**config.mk**
```make
export PLATFORM = sky130hd
export DESIGN_NAME = stepper_indexer
export DESIGN_NICKNAME = d
export VERILOG_FILES = /design/src/rtl/stp_pkg.sv /design/src/rtl/stp_in_sync.sv /design/src/rtl/stp_deglitch.sv /design/src/rtl/stp_phase_ctr.sv /design/src/rtl/stp_wave_lut.sv /design/src/rtl/stepper_indexer.sv
export SDC_FILE = /design/constraint.sdc
export NUM_CORES = 1
export LEC_CHECK = 0
export ABC_AREA = 1
export CORE_UTILIZATION = 65
export CTS_BUF_LIST = sky130_fd_sc_hd__clkbuf_4 sky130_fd_sc_hd__clkbuf_8
export CTS_CLUSTER_SIZE = 20
export DETAILED_ROUTE_END_ITERATION = 16
export DONT_BUFFER_PORTS = 1
export PLACE_DENSITY = 0.82
export SLEW_MARGIN = 25
export SYNTH_ARGS = -nofsm -noshare
export SYNTH_HDL_FRONTEND = slang
export SYNTH_HIERARCHICAL = 1
export SYNTH_SLANG_ARGS = --single-unit
```
**constraint.sdc**
```tcl
create_clock -name clk_i -period 8 [get_ports clk_i]
set_clock_uncertainty 0.2 [all_clocks]
set_input_delay 0.4 -clock clk_i [delete_from_list [all_inputs] [get_ports clk_i]]
set_output_delay 0.4 -clock clk_i [all_outputs]
set_load 0.01 [all_outputs]
```
**src/rtl/stp_pkg.sv**
```systemverilog
package stp_pkg;
  localparam int QW_LOG2  = 5;
  localparam int IDX_W    = QW_LOG2 + 2;
  localparam int MAG_W    = 5;
  localparam int DECAY_W  = 3;
  localparam int HOME_IDX = 1 << (QW_LOG2 - 1);
  localparam int QTR      = 1 << QW_LOG2;

  typedef enum logic [2:0] {
    RES_FULL = 3'd0, RES_HALF = 3'd1, RES_QUARTER = 3'd2,
    RES_EIGHTH = 3'd3, RES_SIXTEENTH = 3'd4, RES_32ND = 3'd5
  } res_e;

  // m0 tri-level: 00 low, 01 high, 1x open
  function automatic res_e decode_res(logic m1, logic [1:0] m0);
    logic [2:0] lo;
    lo = m0[1] ? 3'd2 : (m0[0] ? 3'd1 : 3'd0);
    return res_e'(m1 ? 3'd3 + lo : lo);
  endfunction

  // round(31*sin(i*90/32 deg)), i = 0..32
  function automatic logic [MAG_W-1:0] quarter_mag(logic [QW_LOG2:0] i);
    case (i)
      6'd0: return 5'd0;    6'd1: return 5'd2;    6'd2: return 5'd3;
      6'd3: return 5'd5;    6'd4: return 5'd6;    6'd5: return 5'd8;
      6'd6: return 5'd9;    6'd7: return 5'd10;   6'd8: return 5'd12;
      6'd9: return 5'd13;   6'd10: return 5'd15;  6'd11: return 5'd16;
      6'd12: return 5'd17;  6'd13: return 5'd18;  6'd14: return 5'd20;
      6'd15: return 5'd21;  6'd16: return 5'd22;  6'd17: return 5'd23;
      6'd18: return 5'd24;  6'd19: return 5'd25;  6'd20: return 5'd26;
      6'd21: return 5'd27;  6'd22: return 5'd27;  6'd23: return 5'd28;
      6'd24: return 5'd29;  6'd25: return 5'd29;  6'd26: return 5'd30;
      6'd27: return 5'd30;  6'd28: return 5'd30;  6'd29: return 5'd31;
      6'd30: return 5'd31;  6'd31: return 5'd31;  6'd32: return 5'd31;
      default: return 5'd31;
    endcase
  endfunction
endpackage

```
**src/rtl/stp_in_sync.sv**
```systemverilog
module stp_in_sync #(
  parameter int W      = 1,
  parameter int STAGES = 2
) (
  input  logic         clk_i,
  input  logic         rst_ni,
  input  logic [W-1:0] async_i,
  output logic [W-1:0] sync_o
);
  logic [W-1:0] stg_q [STAGES];

  always_ff @(posedge clk_i or negedge rst_ni) begin
    if (!rst_ni) begin
      for (int s = 0; s < STAGES; s++) stg_q[s] <= '0;
    end else begin
      stg_q[0] <= async_i;
      for (int s = 1; s < STAGES; s++) stg_q[s] <= stg_q[s-1];
    end
  end

  assign sync_o = stg_q[STAGES-1];
endmodule

```
**src/rtl/stp_deglitch.sv**
```systemverilog
module stp_deglitch #(
  parameter int DG = 4
) (
  input  logic clk_i,
  input  logic rst_ni,
  input  logic clr_i,
  input  logic lvl_i,
  output logic rise_o
);
  localparam int CNT_W = (DG > 2) ? $clog2(DG) : 1;

  logic             filt_q;
  logic [CNT_W-1:0] cnt_q;

  always_ff @(posedge clk_i or negedge rst_ni) begin
    if (!rst_ni) begin
      filt_q <= 1'b0;
      cnt_q  <= '0;
    end else if (clr_i) begin
      filt_q <= 1'b0;
      cnt_q  <= '0;
    end else if (lvl_i != filt_q) begin
      if (cnt_q == CNT_W'(DG - 1)) begin
        filt_q <= lvl_i;
        cnt_q  <= '0;
      end else begin
        cnt_q <= cnt_q + 1'b1;
      end
    end else begin
      cnt_q <= '0;
    end
  end

  assign rise_o = lvl_i && !filt_q && (cnt_q == CNT_W'(DG - 1)) && !clr_i;

  AST_EDGE_SINGLE: assert property (@(posedge clk_i) disable iff (!rst_ni)
    rise_o |=> !rise_o);
endmodule

```
**src/rtl/stp_phase_ctr.sv**
```systemverilog
module stp_phase_ctr
  import stp_pkg::*;
(
  input  logic             clk_i,
  input  logic             rst_ni,
  input  logic             clr_i,
  input  logic             adv_i,
  input  logic             dir_i,
  input  res_e             res_i,
  output logic [IDX_W-1:0] idx_o
);
  logic [IDX_W-1:0] idx_q, idx_d, step_sz, ofs, rel, base, rel_n;
  res_e             res_q;

  always_comb begin
    step_sz = IDX_W'(1) << (QW_LOG2 - int'(res_i));
    ofs     = (res_i == RES_FULL) ? IDX_W'(HOME_IDX) : '0;
    rel     = idx_q - ofs;
    base    = rel & ~(step_sz - IDX_W'(1));
    if (dir_i)             rel_n = base + step_sz;
    else if (rel != base)  rel_n = base;
    else                   rel_n = rel - step_sz;
    idx_d = rel_n + ofs;
  end

  always_ff @(posedge clk_i or negedge rst_ni) begin
    if (!rst_ni) begin
      idx_q <= IDX_W'(HOME_IDX);
      res_q <= RES_FULL;
    end else if (clr_i) begin
      idx_q <= IDX_W'(HOME_IDX);
      res_q <= RES_FULL;
    end else if (adv_i) begin
      idx_q <= idx_d;
      res_q <= res_i;
    end
  end

  assign idx_o = idx_q;

  AST_IDX_HOLD: assert property (@(posedge clk_i) disable iff (!rst_ni)
    (!adv_i && !clr_i) |=> $stable(idx_q));
  AST_IDX_MOVES: assert property (@(posedge clk_i) disable iff (!rst_ni)
    (adv_i && !clr_i) |=> (idx_q != $past(idx_q)));
  AST_FULL_ODD: assert property (@(posedge clk_i) disable iff (!rst_ni)
    (res_q == RES_FULL) |-> (idx_q[QW_LOG2-1:0] == 5'(HOME_IDX)));
  AST_ALIGNED: assert property (@(posedge clk_i) disable iff (!rst_ni)
    (res_q != RES_FULL) |->
      ((idx_q & ((IDX_W'(1) << (QW_LOG2 - int'(res_q))) - IDX_W'(1))) == '0));
endmodule

```
**src/rtl/stp_wave_lut.sv**
```systemverilog
module stp_wave_lut
  import stp_pkg::*;
#(
  parameter int PHASE_OFS = 0
) (
  input  logic [IDX_W-1:0] idx_i,
  output logic             sign_o,
  output logic [MAG_W-1:0] mag_o
);
  logic [IDX_W-1:0]   ph;
  logic [QW_LOG2:0]   qi;
  logic [QW_LOG2-1:0] r;

  always_comb begin
    ph = idx_i + IDX_W'(PHASE_OFS);
    r  = ph[QW_LOG2-1:0];
    qi = ph[QW_LOG2] ? ((QW_LOG2+1)'(QTR) - {1'b0, r}) : {1'b0, r};
    mag_o  = quarter_mag(qi);
    sign_o = ph[IDX_W-1];
  end
endmodule

```
**src/rtl/stepper_indexer.sv**
```systemverilog
module stepper_indexer
  import stp_pkg::*;
#(
  parameter int DEGLITCH    = 4,
  parameter int SYNC_STAGES = 2
) (
  input  logic               clk_i,
  input  logic               rst_ni,
  input  logic               sleep_i,
  input  logic               step_i,
  input  logic               dir_i,
  input  logic               m1_i,
  input  logic [1:0]         m0_i,
  input  logic               out_dis_i,
  input  logic [DECAY_W-1:0] decay_sel_i,
  output logic               drive_en_o,
  output logic               a_sign_o,
  output logic [MAG_W-1:0]   a_mag_o,
  output logic               a_rise_o,
  output logic [DECAY_W-1:0] a_decay_o,
  output logic               b_sign_o,
  output logic [MAG_W-1:0]   b_mag_o,
  output logic               b_rise_o,
  output logic [DECAY_W-1:0] b_decay_o
);
  localparam int NW   = 2;
  localparam int IN_W = 6;

  logic [IN_W-1:0]  raw, syn;
  logic             step_s, dir_s, m1_s, dis_s;
  logic [1:0]       m0_s;
  logic             adv, adv_d_q, en_q;
  logic [IDX_W-1:0] idx;
  logic [MAG_W-1:0] mag   [NW];
  logic             sgn   [NW];
  logic [MAG_W-1:0] prev_q[NW];
  logic             rise_q[NW];
  logic [DECAY_W-1:0] dec [NW];

  assign raw = {out_dis_i, m1_i, m0_i, dir_i, step_i};
  assign {dis_s, m1_s, m0_s, dir_s, step_s} = syn;

  stp_in_sync #(.W(IN_W), .STAGES(SYNC_STAGES)) u_sync (
    .clk_i, .rst_ni, .async_i(raw), .sync_o(syn)
  );

  stp_deglitch #(.DG(DEGLITCH)) u_dg (
    .clk_i, .rst_ni, .clr_i(sleep_i), .lvl_i(step_s), .rise_o(adv)
  );

  stp_phase_ctr u_ctr (
    .clk_i, .rst_ni, .clr_i(sleep_i), .adv_i(adv), .dir_i(dir_s),
    .res_i(decode_res(m1_s, m0_s)), .idx_o(idx)
  );

  always_ff @(posedge clk_i or negedge rst_ni) begin
    if (!rst_ni) begin
      adv_d_q <= 1'b0;
      en_q    <= 1'b0;
    end else begin
      adv_d_q <= adv && !sleep_i;
      en_q    <= !dis_s && !sleep_i;
    end
  end

  // winding 0 = A (cosine), winding 1 = B (sine)
  for (genvar w = 0; w < NW; w++) begin : g_wind
    stp_wave_lut #(.PHASE_OFS(w == 0 ? QTR : 0)) u_lut (
      .idx_i(idx), .sign_o(sgn[w]), .mag_o(mag[w])
    );

    always_ff @(posedge clk_i or negedge rst_ni) begin
      if (!rst_ni) begin
        prev_q[w] <= MAG_W'(22);
        rise_q[w] <= 1'b0;
      end else if (sleep_i) begin
        prev_q[w] <= MAG_W'(22);
        rise_q[w] <= 1'b0;
      end else begin
        if (adv) prev_q[w] <= mag[w];
        if (adv_d_q) rise_q[w] <= (mag[w] > prev_q[w]);
      end
    end

    assign dec[w] = rise_q[w] ? '0 : decay_sel_i;

    AST_RISE_AFTER_STEP: assert property (@(posedge clk_i) disable iff (!rst_ni)
      (!adv_d_q && !sleep_i) |=> $stable(rise_q[w]));
  end

  assign drive_en_o = en_q;
  assign a_sign_o   = sgn[0];
  assign a_mag_o    = mag[0];
  assign a_rise_o   = rise_q[0];
  assign a_decay_o  = dec[0];
  assign b_sign_o   = sgn[1];
  assign b_mag_o    = mag[1];
  assign b_rise_o   = rise_q[1];
  assign b_decay_o  = dec[1];

  AST_SLEEP_NO_DRIVE: assert property (@(posedge clk_i) disable iff (!rst_ni)
    sleep_i |=> !drive_en_o);
  AST_QUADRATURE: assert property (@(posedge clk_i) disable iff (!rst_ni)
    ((11'(a_mag_o) * 11'(a_mag_o) + 11'(b_mag_o) * 11'(b_mag_o)) >= 11'd900) &&
    ((11'(a_mag_o) * 11'(a_mag_o) + 11'(b_mag_o) * 11'(b_mag_o)) <= 11'd1000));
endmodule

```
# Yosys cells after proc, flatten, opt, wreduce, memory -nomap -nowiden

Memory sizes are Yosys's and may differ from the RTL's.
Index checks and enable logic that the tools add are counted.

$add $sub $neg: 11
$lt $le $gt $ge: 2
Equal/unequal tests: 3
Shift-type cells: 1
Muxes and demuxes: 26
Bitwise operators: 2
Reductions and logical operators: 14

Operators by type and width:

| operator                                                           | number |
|---|---|
| 1-bit by 32-bit left shift with 7-bit output, first input constant | 1 |
| 7-bit two-way mux                                                  | 4 |
| 5-bit two-way mux                                                  | 5 |
| 7-bit adder                                                        | 2 |
| 7-bit subtractor                                                   | 2 |
| 6-bit two-way mux                                                  | 2 |
| 6-bit by 5-bit subtractor with 6-bit output, first input constant  | 2 |
| 5-bit greater-than comparator                                      | 2 |
| 3-bit two-way mux                                                  | 3 |
| 1-bit two-way mux                                                  | 8 |
| 2-bit two-way mux                                                  | 4 |
| 2-bit nonzero test                                                 | 4 |
| 7-bit by 6-bit adder with 7-bit output, second input constant      | 1 |
| 7-bit AND                                                          | 1 |
| 7-bit inequality test                                              | 1 |
| 7-bit NOT                                                          | 1 |
| 7-bit by 1-bit subtractor with 7-bit output, second input constant | 1 |
| 1-bit logical AND                                                  | 5 |
| 3-bit by 3-bit subtractor with 4-bit output, first input constant  | 1 |
| 2-bit by 2-bit adder with 3-bit output, first input constant       | 1 |
| 1-bit zero test                                                    | 3 |
| 3-bit zero test                                                    | 1 |
| 2-bit by 1-bit adder with 2-bit output, second input constant      | 1 |
| 2-bit equality test, second input constant                         | 1 |
| 2 further kinds                                                    | 2 |

Register bits: 36
Memory bits (read-only): 640
Input port bits: 12
Output and inout port bits: 21
Memories kept: 2

Memory list:

| memory           | depth | width | read ports | clocked after Yosys merged registers in | wr ports | RTL line      | source |
|---|---|---|---|---|---|---|---|
| (name not given) | 64    | 5     | 1          | 0                                       | 0        | stp_pkg.sv:23 | `case (i)` |
| (name not given) | 64    | 5     | 1          | 0                                       | 0        | stp_pkg.sv:23 |  |

# Longest topological paths before layout

Word-level depth: 15
Gate-level depth with buffers: 25
Mapped depth without buffers: 24

# Hierarchy

Netlist, hierarchy kept.

Modules (own cells, without submodules):

| module                          | times used | cells an instance | area each (µm²) |
|---|---|---|---|
| stp_phase_ctr                   | 1          | 190               | 1247.4 |
| stepper_indexer                 | 1          | 110               | 847.1 |
| stp_wave_lut at g_wind[1].u_lut | 1          | 108               | 603.1 |
| stp_wave_lut at g_wind[0].u_lut | 1          | 94                | 449.2 |
| stp_in_sync                     | 1          | 18                | 345.3 |
| stp_deglitch                    | 1          | 21                | 163.9 |

# Worst setup path after synthesis

Ideal clock, no wire load.

Kind: register to register
Start: register u_sync.stg_q, in the netlist u_sync/sync_o[2]
End: register u_ctr.idx_q[5] (netlist: u_ctr/idx_o[5])
Setup time: 0.126 ns
Data arrival time: 3.453 ns
Slack: 4.220 ns
Stages on the path, launching flop included: 21
Path buffers: 1
Clock period less this slack: 3.780 ns
Cells stage by stage: dfrtp_1 -> buf_4 -> nor2_1 -> nor2_1 -> a21oi_1 -> inv_1 -> ha_1 -> nor2_1 -> ha_1 -> inv_1 -> fa_1 -> inv_1 -> o21ai_0 -> xnor2_1 -> o21ai_0 -> a21oi_1 -> a21oi_1 -> ha_1 -> ha_1 -> nand2_1 -> o21ai_0

Longest elaborated chain between the ends: 15
Elaborated cells between the ends (all ways): 20

Ends and longest elaborated chain:

| item                                                                                | RTL line            | source |
|---|---|---|
| start, declared                                                                     | stp_in_sync.sv:10   | `logic [W-1:0] stg_q [STAGES];` |
| 1-bit two-way mux *                                                                 | stp_pkg.sv:17       | `lo = m0[1] ? 3'd2 : (m0[0] ? 3'd1 : 3'd0);` |
| 2-bit two-way mux *                                                                 | stp_pkg.sv:17       |  |
| 2-bit by 2-bit adder with 3-bit output                                              | stp_pkg.sv:18       | `return res_e'(m1 ? 3'd3 + lo : lo);` |
| 3-bit two-way mux *                                                                 | stp_pkg.sv:18       |  |
| branches (longest 8 deep; another with 7-bit by 1-bit subtractor with 7-bit output) | n/a                 |  |
| 7-bit adder *                                                                       | stp_phase_ctr.sv:23 | `idx_d = rel_n + ofs;` |
| 7-bit two-way mux *                                                                 | stp_phase_ctr.sv:33 | `end else if (adv_i) begin` |
| 7-bit two-way mux *                                                                 | stp_phase_ctr.sv:30 | `end else if (clr_i) begin` |
| end signal, assigned                                                                | stp_phase_ctr.sv:28 | `idx_q <= IDX_W'(HOME_IDX);` |
| end signal, assigned                                                                | stp_phase_ctr.sv:31 | `idx_q <= IDX_W'(HOME_IDX);` |
| end signal, assigned                                                                | stp_phase_ctr.sv:34 | `idx_q <= idx_d;` |
| end, declared                                                                       | stp_phase_ctr.sv:12 | `logic [IDX_W-1:0] idx_q, idx_d, step_sz, ofs, rel, base, rel_n;` |

Mark *: on every way between the ends. The select of a mux whose other input is x is not followed.
A chain may end at the register's enable or synchronous reset.

# Worst setup path after layout

Ends and elaborated chain as after synthesis.

==> results.md <==
- The reg2reg setup slack is 3.85 ns.
- The peak supply drop is 0.138 mV.
- Counting flops and latches in the post-synthesis netlist gives 36.
- The critical path in this run is classified as reg -> reg.
- The number of instances in the synthesized netlist is 541.
- Clock latency on the worst-skew pair, taken at its later pin, is 0.30 ns.
- The initial antenna violation count is 0.
- The critical path's slowest cell is sky130_fd_sc_hd__ha_1.
- The delay contributed by the slowest stage of the critical path is 0.44 ns.
- Headroom to the max-slew limit came out at 0.546.
- After detailed placement, the design holds a cell count of 603.
- The worst setup path is launched from a flop.
- The fraction of layout cells with a size suffix above 1 is 0.122.
- The number of buffers on the longest clock path is 2.
- The total area inside the core boundary comes to 5270 um2.
- The post-synthesis net count is 596.
- Counting cells, the worst reg-to-reg path comes to 19.
- Among the stages of the critical path, the cell type that occurs most often is sky130_fd_sc_hd__ha_1.
- From synthesis to final layout, the design area changed by 6.43%.
- After layout, the minimum clock period comes to 4.15 ns.
- Prior to clock tree synthesis, the placed netlist has a worst setup slack of 3.93 ns.
- TritonCTS built the clock tree.
- The number of primary I/O pins is 33.
- The number of unique standard cell types used by synthesis is 35.
- In this run the cell area of the synthesized design comes to 3660 um2.
- The average cell area after synthesis is 6.76 um2.
- The cell class contributing the biggest share of worst-path delay is adder cells.
- After filler insertion, the fill cell instance count of the layout stands at 443.
- The number of antenna diodes in the final layout is 0.
- Setup violations remaining at the end of the flow were counted as 0.
- The number of buffers and inverters on the critical path is 3.
- In the final routed layout, each cell accounts on average for 13.0 um.
- The H-tree generated during clock tree synthesis spans 2 levels.
- In this run the core area contains 26 standard-cell rows.
- In this run the power density over the cells is 203 nW/um2.
- The via count of the first global-routing pass is 3129.
- The endpoint required time on the critical path is 7.98 ns.
- Buffers placed on the I/O ports in this run total 0.
- The height of the die is 77.0 um.
- The final-report max-slew violation count is 0.
- The total negative slack for setup checks is 0 ns.
- Summing over every cut layer, the via total after detailed routing is 3351.
- The timing-limited maximum frequency is 241 MHz.
- The floorplan step defined a die boundary enclosing 5930 um2.
- The run finished with clean final reports.
- The final core area utilization is 0.738.
- Setup repair after global routing left no endpoint under its margin.
- Counting buffers and inverters, the worst setup path is 19 cells deep.
- Walking the worst path, the cells encountered are nor2_1, nor2_1, a21oi_1, inv_1, ha_1, nor2_1, ha_1, inv_1, fa_1, inv_1, o21ai_0, xnor2_1, o21ai_0, a21oi_1, a21oi_1, ha_1, ha_1, nand2_1, o21ai_0.
- The number of non-filler instances in the completed layout is 620.
- Wires add up to 8040 um.
- Across the run, the number of max-cap violations was 0.
- Detailed placement finished with a half-perimeter wire length of 6260 um.
- Entering global routing, the biggest net connects 37 pins.
- After clock tree synthesis, the setup repair step added 0 buffers.
- The total number of nets in the final design is 604.
- The leakage power total is 2.11 nW.
- The congestion estimate from routability-driven global placement came to 0.910.
- The critical path data arrival time is 4.14 ns.
- Global routing finished with a remaining overflow of 0.
- The tree is rooted in a sky130_fd_sc_hd__clkbuf_8.
- The violation count after the first detailed-routing iteration is 188.
- In the routed design, unresolved DRC markers number 0.
- The effective utilization at floorplan is 0.694.
- The total count of hold-check failures in the final report is 0.
- Once routing completed, OpenROAD measured the worst setup slack at 3.85 ns.
- In this run, post-CTS hold repair placed 9 buffers.
- The worst min-delay path category is in -> reg.
- After clock tree synthesis, the clock-pin slew on the worst setup and hold paths is 0.09 ns.
- The number of warnings printed during yosys synthesis is 6.
- The first-pass GRT wire length is 14100 um.
- The horizontal die dimension is 77.0 um.
- Buffers inserted during clock tree synthesis total 5.
- Dividing the final minimum period by the clock period gives 0.519.
- The remaining antenna violation count is 0.
- The combined global-route utilization of all metal layers is 0.297.
- Along the worst path, the maximum fanout reaches 7.
- The worst hold path was traced through 3 stages.
- The sequential-to-total area share from yosys stat is 0.249.
- Overall power consumption after layout is estimated at 791 uW.
- The clock net in this run drives a total of 36 sinks.
- The endpoint kind of the worst setup timing path is a flop.
- The first detailed-routing pass ran for 5 iterations.
- After clock tree synthesis, the repair step resized 0 gates.
- In the routed layout, each cell is associated on average with a via count of 5.40.
- At the pin with the least slew margin, the transition time is 0.681 ns.
-- power by group --
part / leakage, nW / internal (mW) / switching, mW
Clock: 0.0586 / 0.0960 / 0.0697
Sequential: 0.445 / 0.190 / 0.0213
Combinational: 1.61 / 0.137 / 0.277
-- cell families after synthesis --
| group | after synthesis | synth area share |
|---|---|---|
| adders and majority gates | 43 | 0.149 |
| AOI/OAI and AO/OA | 67 | 0.0969 |
| DFF | 36 | 0.249 |
| buffers and inverters | 101 | 0.115 |
| and+or+nand+nor | 282 | 0.361 |
| xor gates and xnor gates | 12 | 0.0287 |
-- cells in the mapped netlist --
cell type	number	area share
sky130_fd_sc_hd__a21oi_1	30	0.041
sky130_fd_sc_hd__nand3_2	6	0.016
sky130_fd_sc_hd__nor3_2	1	0.0027
sky130_fd_sc_hd__o21ai_1	7	0.0096
sky130_fd_sc_hd__a21o_1	1	0.0021
sky130_fd_sc_hd__nor3_1	4	0.0055
sky130_fd_sc_hd__o21ai_2	1	0.0024
sky130_fd_sc_hd__inv_2	9	0.0092
sky130_fd_sc_hd__buf_6	1	0.0031
sky130_fd_sc_hd__nor2_4	2	0.0062
sky130_fd_sc_hd__dfstp_2	7	0.050
sky130_fd_sc_hd__nand2_4	6	0.018
sky130_fd_sc_hd__nand3_1	44	0.060
sky130_fd_sc_hd__inv_1	79	0.081
sky130_fd_sc_hd__dfrtp_1	29	0.20
sky130_fd_sc_hd__nand3_4	2	0.0096
sky130_fd_sc_hd__inv_4	3	0.0051
sky130_fd_sc_hd__buf_4	7	0.014
sky130_fd_sc_hd__o21ai_0	23	0.031
sky130_fd_sc_hd__xnor2_1	5	0.012
sky130_fd_sc_hd__nor2_2	5	0.0086
sky130_fd_sc_hd__nand2_2	14	0.024
sky130_fd_sc_hd__ha_1	42	0.14
sky130_fd_sc_hd__or2_1	1	0.0017
sky130_fd_sc_hd__clkinv_1	1	0.0010
sky130_fd_sc_hd__nand4_1	6	0.010
sky130_fd_sc_hd__or2_2	1	0.0017
sky130_fd_sc_hd__o211ai_1	4	0.0082
sky130_fd_sc_hd__o21bai_1	1	0.0021
sky130_fd_sc_hd__fa_1	1	0.0055
sky130_fd_sc_hd__clkinv_2	1	0.0014
sky130_fd_sc_hd__xor2_1	7	0.017
sky130_fd_sc_hd__nand2b_1	1	0.0017
sky130_fd_sc_hd__nor2_1	41	0.042
sky130_fd_sc_hd__nand2_1	148	0.15
-- cells in the final DEF (no fill, tap or decap), types with 5 or more instances in the layout --
| master | count |
|---|---|
| sky130_fd_sc_hd__nor2_2 | 5 |
| sky130_fd_sc_hd__a21oi_1 | 30 |
| sky130_fd_sc_hd__nand2_2 | 14 |
| sky130_fd_sc_hd__nand2_4 | 6 |
| sky130_fd_sc_hd__xor2_1 | 7 |
| sky130_fd_sc_hd__nand3_1 | 44 |
| sky130_fd_sc_hd__dfstp_2 | 7 |
| sky130_fd_sc_hd__clkbuf_8 | 5 |
| sky130_fd_sc_hd__nand2_1 | 148 |
| sky130_fd_sc_hd__inv_2 | 9 |
| sky130_fd_sc_hd__nand3_2 | 6 |
| sky130_fd_sc_hd__nor2_1 | 41 |
| sky130_fd_sc_hd__xnor2_1 | 5 |
| sky130_fd_sc_hd__o21ai_1 | 7 |
| sky130_fd_sc_hd__dlygate4sd3_1 | 8 |
| sky130_fd_sc_hd__ha_1 | 42 |
| sky130_fd_sc_hd__nand4_1 | 6 |
| sky130_fd_sc_hd__dfrtp_1 | 29 |
| sky130_fd_sc_hd__o21ai_0 | 23 |
| sky130_fd_sc_hd__inv_1 | 79 |
-- layout make-up --
type,instances,area (um2),share of cell area
repair buffers,9,100,0.0257
clock buffers,6,76.3,0.0196
inverters,93,358,0.0920
well taps,70,87.6,0.0225
flip-flops and latches,36,910,0.234
clock inverters,2,35.0,0.00900
multi-input cells,404,2320,0.597
-- final timing paths --
| kind | startpoint | endpoint |
|---|---|---|
| worst max-delay path | u_sync/sync_o[2] | u_ctr/idx_o[5] |
| worst min register to register | u_sync/stg_q[8] | u_sync/sync_o[2] |
| min in group asynchronous | rst_ni | u_ctr/idx_o[0] |
| worst min-delay path | sleep_i | u_dg/cnt_q[0] |
| max in group asynchronous | rst_ni | u_ctr/idx_o[4] |
| worst max register to register | u_sync/sync_o[2] | u_ctr/idx_o[5] |
-- metrics by stage --
stage                     instance area [um2]  hold WS [ns]
after floorplan                          3660       -0.0956
after global placement                   3680       -0.0936
after detailed placement                 3680       -0.0947
after CTS                                3890        0.0445
after global routing                     3890        0.0456
final                                    3890        0.0578
-- routing by layer --
| metal | track usage | vias up | share of wire |
|---|---|---|---|
| li1 | - | 1723 | - |
| met1 | 0.376 | 1526 | 0.44 |
| met5 | 0 | - | 0 |
| met2 | 0.516 | 94 | 0.49 |
| met3 | 0.0500 | 8 | 0.055 |
| met4 | 0.0906 | 0 | 0.013 |
-- registers in the layout, indices dropped and copies added, names as in the netlist --
signal	flops
drive_en_o	1
u_dg/cnt_q	2
prev_q	10
u_sync/sync_o	6
u_ctr/idx_o	7
adv_d_q	1
u_dg/filt_q	1
b_rise_o	1
u_sync/stg_q	6
a_rise_o	1
-- worst register-to-register path: stages (launching register included) --
cell	delay, ns
sky130_fd_sc_hd__dfrtp_1	0.39
sky130_fd_sc_hd__nor2_1	0.10
sky130_fd_sc_hd__nor2_1	0.08
sky130_fd_sc_hd__a21oi_1	0.40
sky130_fd_sc_hd__inv_1	0.19
sky130_fd_sc_hd__ha_1	0.44
sky130_fd_sc_hd__nor2_1	0.30
sky130_fd_sc_hd__ha_1	0.21
sky130_fd_sc_hd__inv_1	0.06
sky130_fd_sc_hd__fa_1	0.40
sky130_fd_sc_hd__inv_1	0.09
sky130_fd_sc_hd__o21ai_0	0.11
sky130_fd_sc_hd__xnor2_1	0.14
sky130_fd_sc_hd__o21ai_0	0.09
sky130_fd_sc_hd__a21oi_1	0.16
sky130_fd_sc_hd__a21oi_1	0.07
sky130_fd_sc_hd__ha_1	0.21
sky130_fd_sc_hd__ha_1	0.28
sky130_fd_sc_hd__nand2_1	0.07
sky130_fd_sc_hd__o21ai_0	0.08
(Power assumes the default switching activity.)
